==> config.mk <==
export PLATFORM = sky130hd
export DESIGN_NAME = nand_width_adapter
export DESIGN_NICKNAME = d
export VERILOG_FILES = /design/src/rtl/nwa_pkg.sv /design/src/rtl/nwa_width_cfg.sv /design/src/rtl/nwa_beat_plan.sv /design/src/rtl/nwa_strobe_timer.sv /design/src/rtl/nand_width_adapter.sv
export SDC_FILE = /design/constraint.sdc
export NUM_CORES = 1
export LEC_CHECK = 0
export ABC_AREA = 1
export BUFFER_PORTS_ARGS = -buffer_cell sky130_fd_sc_hd__buf_2
export CAP_MARGIN = 20
export CORE_MARGIN = 8
export CORE_UTILIZATION = 58
export DETAILED_ROUTE_END_ITERATION = 12
export PLACE_DENSITY_LB_ADDON = 0.12
export SLEW_MARGIN = 20
export SYNTH_ARGS = -nofsm -noshare
export SYNTH_HDL_FRONTEND = slang
export SYNTH_HIERARCHICAL = 1
export SYNTH_SLANG_ARGS = --single-unit
==> constraint.sdc <==
create_clock -name clk_i -period 2.5 [get_ports clk_i]
set_clock_uncertainty 0.15 [all_clocks]
set_input_delay 0.125 -clock clk_i [delete_from_list [all_inputs] [get_ports clk_i]]
set_output_delay 0.125 -clock clk_i [all_outputs]
set_load 0.1 [all_outputs]
==> src/rtl/nwa_pkg.sv <==
package nwa_pkg;
  localparam int unsigned WORD_W = 32;
  localparam int unsigned IO_W   = 16;

  typedef enum logic [1:0] {
    WIN_DATA  = 2'd0,
    WIN_CMD   = 2'd1,
    WIN_ADDR  = 2'd2,
    WIN_DATA2 = 2'd3
  } win_e;
endpackage

==> src/rtl/nwa_width_cfg.sv <==
module nwa_width_cfg #(
  parameter int unsigned NUM_CS = 4,
  parameter int unsigned CS_W   = 2
) (
  input  logic            clk_i,
  input  logic            rst_ni,
  input  logic            cfg_we_i,
  input  logic [CS_W-1:0] cfg_cs_i,
  input  logic            cfg_wide_i,
  input  logic [CS_W-1:0] sel_i,
  output logic            wide_o
);
  logic [NUM_CS-1:0] wide_q;

  for (genvar g = 0; g < NUM_CS; g++) begin : g_cs
    always_ff @(posedge clk_i or negedge rst_ni) begin
      if (!rst_ni)                                  wide_q[g] <= 1'b0;
      else if (cfg_we_i && cfg_cs_i == CS_W'(g))    wide_q[g] <= cfg_wide_i;
    end
  end

  assign wide_o = wide_q[sel_i];
endmodule

==> src/rtl/nwa_beat_plan.sv <==
module nwa_beat_plan (
  input  logic       wide_i,
  input  logic [1:0] size_i,
  input  logic [1:0] beat_i,
  output logic [2:0] beats_o,
  output logic [4:0] shift_o
);
  always_comb begin
    case (size_i)
      2'b00:   beats_o = 3'd1;
      2'b01:   beats_o = wide_i ? 3'd1 : 3'd2;
      default: beats_o = wide_i ? 3'd2 : 3'd4;
    endcase
    shift_o = wide_i ? {beat_i[0], 4'b0000} : {beat_i, 3'b000};
  end
endmodule

==> src/rtl/nwa_strobe_timer.sv <==
module nwa_strobe_timer #(
  parameter int unsigned STRB_W = 4
) (
  input  logic              clk_i,
  input  logic              rst_ni,
  input  logic              clear_i,
  input  logic              inc_i,
  input  logic [STRB_W-1:0] len_i,
  output logic              last_o
);
  logic [STRB_W-1:0] cnt_q;

  always_ff @(posedge clk_i or negedge rst_ni) begin
    if (!rst_ni)      cnt_q <= '0;
    else if (clear_i) cnt_q <= '0;
    else if (inc_i)   cnt_q <= cnt_q + STRB_W'(1);
  end

  assign last_o = (cnt_q == len_i - STRB_W'(1));
endmodule

==> src/rtl/nand_width_adapter.sv <==
module nand_width_adapter import nwa_pkg::*; #(
  parameter  int unsigned NUM_CS = 4,
  parameter  int unsigned STRB_W = 4,
  localparam int unsigned CS_W   = (NUM_CS > 1) ? $clog2(NUM_CS) : 1
) (
  input  logic              clk_i,
  input  logic              rst_ni,
  input  logic              req_i,
  input  logic              we_i,
  input  logic [1:0]        win_i,
  input  logic [1:0]        size_i,
  input  logic [CS_W-1:0]   cs_i,
  input  logic [31:0]       wdata_i,
  output logic [31:0]       rdata_o,
  output logic              ready_o,
  input  logic              cfg_we_i,
  input  logic [CS_W-1:0]   cfg_cs_i,
  input  logic [1:0]        cfg_width_i,
  input  logic [STRB_W-1:0] strobe_len_i,
  output logic [NUM_CS-1:0] dev_ce_n_o,
  output logic              dev_cle_o,
  output logic              dev_ale_o,
  output logic              dev_we_n_o,
  output logic              dev_re_n_o,
  output logic [15:0]       dev_io_o,
  output logic              dev_io_oe_o,
  input  logic [15:0]       dev_io_i
);
  logic              busy_q, gap_q, wr_q, wide_q, byte_q;
  win_e              win_q;
  logic [CS_W-1:0]   cs_q;
  logic [1:0]        size_q, beat_q;
  logic [STRB_W-1:0] len_q;
  logic [WORD_W-1:0] wdata_q, acc_q, rdata_q;
  logic              wide_sel, last;
  logic [2:0]        beats;
  logic [4:0]        shift;
  logic              accept, rd_ctl, strobe;
  logic [WORD_W-1:0] cap_val, wshift;
  logic              cfg_code_unused;

  assign cfg_code_unused = cfg_width_i[1];  // reserved code bit, only bit 0 matters

  nwa_width_cfg #(.NUM_CS(NUM_CS), .CS_W(CS_W)) i_width_cfg (
    .clk_i      (clk_i),
    .rst_ni     (rst_ni),
    .cfg_we_i   (cfg_we_i),
    .cfg_cs_i   (cfg_cs_i),
    .cfg_wide_i (cfg_width_i[0]),
    .sel_i      (cs_i),
    .wide_o     (wide_sel)
  );

  nwa_beat_plan i_beat_plan (
    .wide_i  (wide_q),
    .size_i  (size_q),
    .beat_i  (beat_q),
    .beats_o (beats),
    .shift_o (shift)
  );

  assign accept = req_i && !busy_q;
  assign rd_ctl = !we_i && (win_i == WIN_CMD || win_i == WIN_ADDR);
  assign strobe = busy_q && !gap_q;

  nwa_strobe_timer #(.STRB_W(STRB_W)) i_strobe_timer (
    .clk_i   (clk_i),
    .rst_ni  (rst_ni),
    .clear_i (accept || (busy_q && gap_q)),
    .inc_i   (strobe && !last),
    .len_i   (len_q),
    .last_o  (last)
  );

  assign cap_val = (wide_q && !byte_q) ? {16'h0, dev_io_i} : {24'h0, dev_io_i[7:0]};
  assign wshift  = wdata_q >> shift;

  always_ff @(posedge clk_i or negedge rst_ni) begin
    if (!rst_ni) begin
      busy_q  <= 1'b0;
      gap_q   <= 1'b0;
      wr_q    <= 1'b0;
      wide_q  <= 1'b0;
      byte_q  <= 1'b0;
      win_q   <= WIN_DATA;
      cs_q    <= '0;
      size_q  <= '0;
      beat_q  <= '0;
      len_q   <= STRB_W'(1);
      wdata_q <= '0;
      acc_q   <= '0;
      rdata_q <= '0;
    end else if (accept) begin
      wr_q    <= we_i;
      win_q   <= win_e'(win_i);
      cs_q    <= cs_i;
      size_q  <= size_i;
      wdata_q <= wdata_i;
      wide_q  <= wide_sel;
      byte_q  <= (size_i == 2'b00);
      len_q   <= (strobe_len_i == '0) ? STRB_W'(1) : strobe_len_i;
      beat_q  <= '0;
      gap_q   <= 1'b0;
      acc_q   <= '0;
      if (rd_ctl) rdata_q <= '0;
      else        busy_q  <= 1'b1;
    end else if (strobe) begin
      if (last) begin
        gap_q <= 1'b1;
        if (!wr_q) acc_q <= acc_q | (cap_val << shift);
      end
    end else if (busy_q) begin
      gap_q <= 1'b0;
      if ({1'b0, beat_q} == beats - 3'd1) begin
        busy_q <= 1'b0;
        if (!wr_q) rdata_q <= acc_q;
      end else begin
        beat_q <= beat_q + 2'd1;
      end
    end
  end

  for (genvar g = 0; g < NUM_CS; g++) begin : g_ce
    assign dev_ce_n_o[g] = !(busy_q && cs_q == CS_W'(g));
  end

  assign dev_cle_o   = busy_q && win_q == WIN_CMD;
  assign dev_ale_o   = busy_q && win_q == WIN_ADDR;
  assign dev_we_n_o  = !(strobe && wr_q);
  assign dev_re_n_o  = !(strobe && !wr_q);
  assign dev_io_oe_o = busy_q && wr_q;
  assign dev_io_o    = wide_q ? wshift[15:0] : {8'h00, wshift[7:0]};
  assign ready_o     = !busy_q;
  assign rdata_o     = rdata_q;
endmodule

# Word level (Yosys, flattened, before mapping)
# Cells that the tools add are included.
[totals] reg_bits=121 inputBits=67 output_inout_bits=58 elab_cells=128
[op_classes] add_sub_neg=4 order_cmp=1 n_eq_ne=19 shift=2 muxes=34 bitwise_logic=1 reduce_logical=49
[ops] op="32-bit 2-to-1 mux" count=10
[ops] op="16-bit 2-to-1 mux" count=2
[ops] op="32-bit bitwise OR" count=1
[ops] op="16-bit by 5-bit left shift with 32-bit output" count=1
[ops] op="32-bit by 5-bit right shift with 16-bit output" count=1
[ops] op="1-bit logical AND" count=19
[ops] op="2-bit equality test, second input constant" count=6
[ops] op="1-bit logical NOT" count=12
[ops] op="4-bit 2-to-1 mux" count=3
[ops] op="2-bit by 1-bit equality test with 1-bit output, second input constant" count=5
[ops] op="1-bit 2-to-1 mux" count=10
[ops] op="2-bit 2-to-1 mux" count=5
[ops] op="2-bit nonzero test" count=5
[ops] op="2-bit logical NOT" count=4
[ops] op="2-bit != test, second input constant" count=3
[ops] op="3-bit case mux with 2 select lines" count=1
[ops] op="3-bit AND reduction" count=2
[ops] op="5-bit 2-to-1 mux" count=1
[ops] op="5-bit AND reduction" count=1
[ops] op="4-bit by 1-bit adder with 4-bit output, second input constant" count=1
[ops] op="4-bit equality test" count=1
[ops] op="4-bit logical NOT" count=1
[ops] op="2-bit by 1-bit != test with 1-bit output, second input constant" count=2
[ops] op="2-bit AND reduction" count=2
[ops] op="other kinds (10)" count=11

# Logic depth before layout (Yosys ltp)
[depth] depth_word=9 mapped_depth=14 depth_no_buf=14

# By module
# Netlist, hierarchy kept.
[by_module_without_submodules] mod="nand_width_adapter" n_inst=1 cells_per_inst=1016 area_per_inst_um2=6999.2 seq_area_each_um2=2829.0
[by_module_without_submodules] mod="nwa_strobe_timer" n_inst=1 cells_per_inst=56 area_per_inst_um2=339.1 seq_area_each_um2=100.1
[by_module_without_submodules] mod="nwa_width_cfg" n_inst=1 cells_per_inst=35 area_per_inst_um2=237.7 seq_area_each_um2=100.1
[by_module_without_submodules] mod="nwa_beat_plan" n_inst=1 cells_per_inst=15 area_per_inst_um2=71.3 seq_area_each_um2=0.0

# Worst setup path after synthesis
# OpenSTA, ideal clock, no wires.
[synth_path] path_type="register to output" from="register wide_q (netlist name)" to="output port dev_io_o[13]" t_arrival_ps=2903 setup_slack_ps=-678 path_stages_with_launch=8 cell_sequence="dfrtp_1 -> inv_2 -> o21ai_1 -> inv_1 -> nor2_2 -> clkbuf_1 -> nand2_1 -> a21oi_1"
[synth_rtl] item="to (decl)" line="nand_width_adapter.sv:25" text="output logic [15:0] dev_io_o,"

==> flow_summary.toml <==
[die]
core.rowCount = 42
io_pins = 125
fp.dieH_um = 131
die_w_um = 131
initial_core_util_pct = 58.4
core_area_sq_mm = 0.0131
die_area_sq_mm = 0.0171

[synthesis]
synth-seq-cells = 121
synthCells = 1122
synthAdderAreaFrac_pct = 0.491
async_reset_ff_share_pct = 100
synthXorXnorAreaFrac_pct = 0.458
synth_edf_count = 0
synth_top_area_share_pct = 39.3
synthMuxAreaShare_pct = 0
synth_top_cell_by_area = "dfrtp_1"
avgSynthCellArea_sq_um = 6.82
synth_compound_area_share_pct = 10.8
synth_cell_types = 40
synth_top_family_by_area = "simple AND/OR/NAND/NOR gates"
ys_seq_area_share_pct = 39.6
synth_warnings = 6
yosys.area_share.simple_pct = 39.8
ys_top_cells_by_area = "dfrtp_1 (39%), nand2_1 (20%), nand3_1 (16%)"
synth_ff_type = "dfrtp_1"
synth_area_sq_mm = 0.00765

[pwr]
p_leak_nw = 4.98
power.density_mw_per_mm2 = 544
ir_drop_mv = 0.440

[clocking]
cts_buffer_depth = 2
cts_buffers = 17
cts_tree = "yes"
clk-insertion-delay-late_ps = 420
path_clk_slew_ps = 60
cts_root_buf = "clkbuf_16"
cts_max_level = 4
clock-sinks = 121

[critical_path]
crit_fanout = 16
cp.arrival_ps = 2110
startpoint_type = "register"
crit_type = "register to output pin"
crit_required_ps = 2230
endpoint_kind = "output pin"

[worst_hold_path]
hold_path_class = "primary input to register"

[place]
placed_cell_area_sq_mm = 0.00855
place_congestion = 0.940
io_buffers = 123
place.detailed.hpwl_mm = 14.7

[global_routing]
grt_overflow = 0
grt_usage_pct = 27.3
grt_max_degree = 75
grt_antenna_before_repair = 0
grt_pass1_vias = 7746
grt_pass1_wl_mm = 36.8

[run]
max_cap_violations = 0

[route]
vias = 8158
antenna_left = 0
drt_first_iter_violations = 774
viasPerCell = 5.61
drcViolationCount = 0
drt_first_pass_iters = 5
routed_wl_mm = 22.2
wl_per_cell_um = 15.3

[sta]
fin_crit_sh_pct = 95.6
finalCriticalPeriod_ps = 2390
finalHoldViolations = 0
setup_violations = 0
worstMarginPinSlew_ps = 698
slew_headroom_pct = 53.5
rsz0062_at_grt = "no"
hold_ws_ps = 24.1
slew_violations = 0
timing.fmax_mhz = 419

[layout]
diodes = 0
fin_area_sq_mm = 0.00971
drive_above_1_share_pct = 17.1
nFillCells = 1032
area_delta_synth_final_pct = 27.0
nets = 1336

[run_status]
status = "completed"
sequential cells by signal, indices dropped and copies added (netlist names), 2 cells and up:
register	count
acc_q	32
rdata_o	32
wdata_q	32
i_strobe_timer/cnt_q	4
i_width_cfg/wide_q	4
len_q	4
beat_q	2
cs_q	2
size_q	2
win_q	2
metal layers:
| metal | vias up | share of wire [%] | GRT usage [%] |
|---|---|---|---|
| met5 | - | 0 | 0 |
| met4 | 0 | 3.2 | 12.4 |
| met3 | 54 | 6.8 | 5.64 |
| met2 | 327 | 49 | 45.5 |
| met1 | 3772 | 42 | 33.4 |
| li1 | 4005 | - | - |
report_power, final:
group / switching, mW / total [mW] / leakage (nW) / internal [mW]
registers: 0.0101 / 2.00 / 1.43 / 1.99
clock network: 0.932 / 2.43 / 0.272 / 1.50
logic: 0.552 / 0.862 / 3.28 / 0.311
total: 1.49 / 5.29 / 4.98 / 3.79
Yosys cell counts, types with 2 or more instances:
master      n
o211ai_1   19
dfrtp_1   120
a21oi_1    16
nand2_4     2
o31ai_2     4
clkbuf_1   21
inv_2      12
inv_1      69
nand2_2     3
nand3_1   246
buf_4       6
nand2_1   406
o21ai_0    62
o21ai_1    18
o22ai_1     6
nor2_2      5
a22oi_1     3
a31oi_1     2
or2_2       3
nand4_1    10
nor2_1     22
buf_6       6
ha_1        3
xor2_1      3
buf_1      14
o31ai_1     4
buf_2      24
cell usage in the layout (no fill, tap or decap), types with 4 or more instances in the layout:
master	instances
a21oi_1	8
a21oi_2	7
buf_12	19
buf_2	106
buf_4	14
clkbuf_16	17
clkinvlp_4	5
dfrtp_1	120
dlygate4sd3_1	54
inv_1	68
inv_2	13
nand2_1	406
nand3_1	246
nand4_1	10
nor2_1	20
nor2_2	7
o211ai_1	19
o21ai_0	62
o21ai_1	17
o22ai_1	6
o31ai_1	4
o31ai_2	4
worst max-delay path: stages, from the launching register on:
cell     delay, ps
dfrtp_1        380
buf_4          180
nor2_2         200
inv_1           80
buf_4          200
nand3_1        100
nand3_1         90
a21oi_2        250
buf_12         210
metrics by stage:
stage	TNS [ps]	setup WS, ps	util [%]	power [mW]	instances
finish	0	111	74.2	5.29	1455
global route	0	9.01	74.2	5.48	1455
CTS	0	39.1	74.0	5.26	1453
detailed placement	0	160	65.3	2.77	1367
global placement	0	257	65.3	2.77	1367
floorplan	-75.0	-75.0	-	2.53	1124
logic make-up (layout without fill, tap and decap cells):
| group | Yosys count | in the layout |
|---|---|---|
| and+or+nand+nor | 702 | 702 |
| buffers and inverters | 153 | 308 |
| AOI/OAI and AO/OA | 138 | 138 |
| DFF | 121 | 121 |
| xor gates and xnor gates | 4 | 4 |
| adders and majority gates | 3 | 3 |
| other | 1 | 3 |
path summary, 6_finish.rpt:
kind	from	to	cells after the start	slack (ps)
min	req_i	wdata_q[2]	4	20
max reg2reg	len_q[0]	acc_q[16]	14	140
min reg2reg	acc_q[24]	acc_q[24]	2	320
max	wide_q	dev_io_o[9]	8	110
min in group asynchronous	rst_ni	i_width_cfg/wide_q[1]	2	90
max in group asynchronous	rst_ni	acc_q[15]	3	1280
what timing repair did:
action	4_1_cts	5_1_grt
buffers inserted	0	2
endpoints found under the hold margin	96	0
hold buffers	54	0
endpoints found under the setup margin	0	15
resized for setup	0	4
cell type report:
class,count,area (sq um),area share (%)
Sequential cell,121,3030,31.2
Timing Repair Buffer,194,1570,16.1
Tap cell,176,220,2.27
Inverter,82,310,3.19
Clock buffer,19,443,4.56
Clock inverter,13,146,1.51
Multi-Input combinational cell,850,4000,41.2
(Power assumes the default switching activity.)
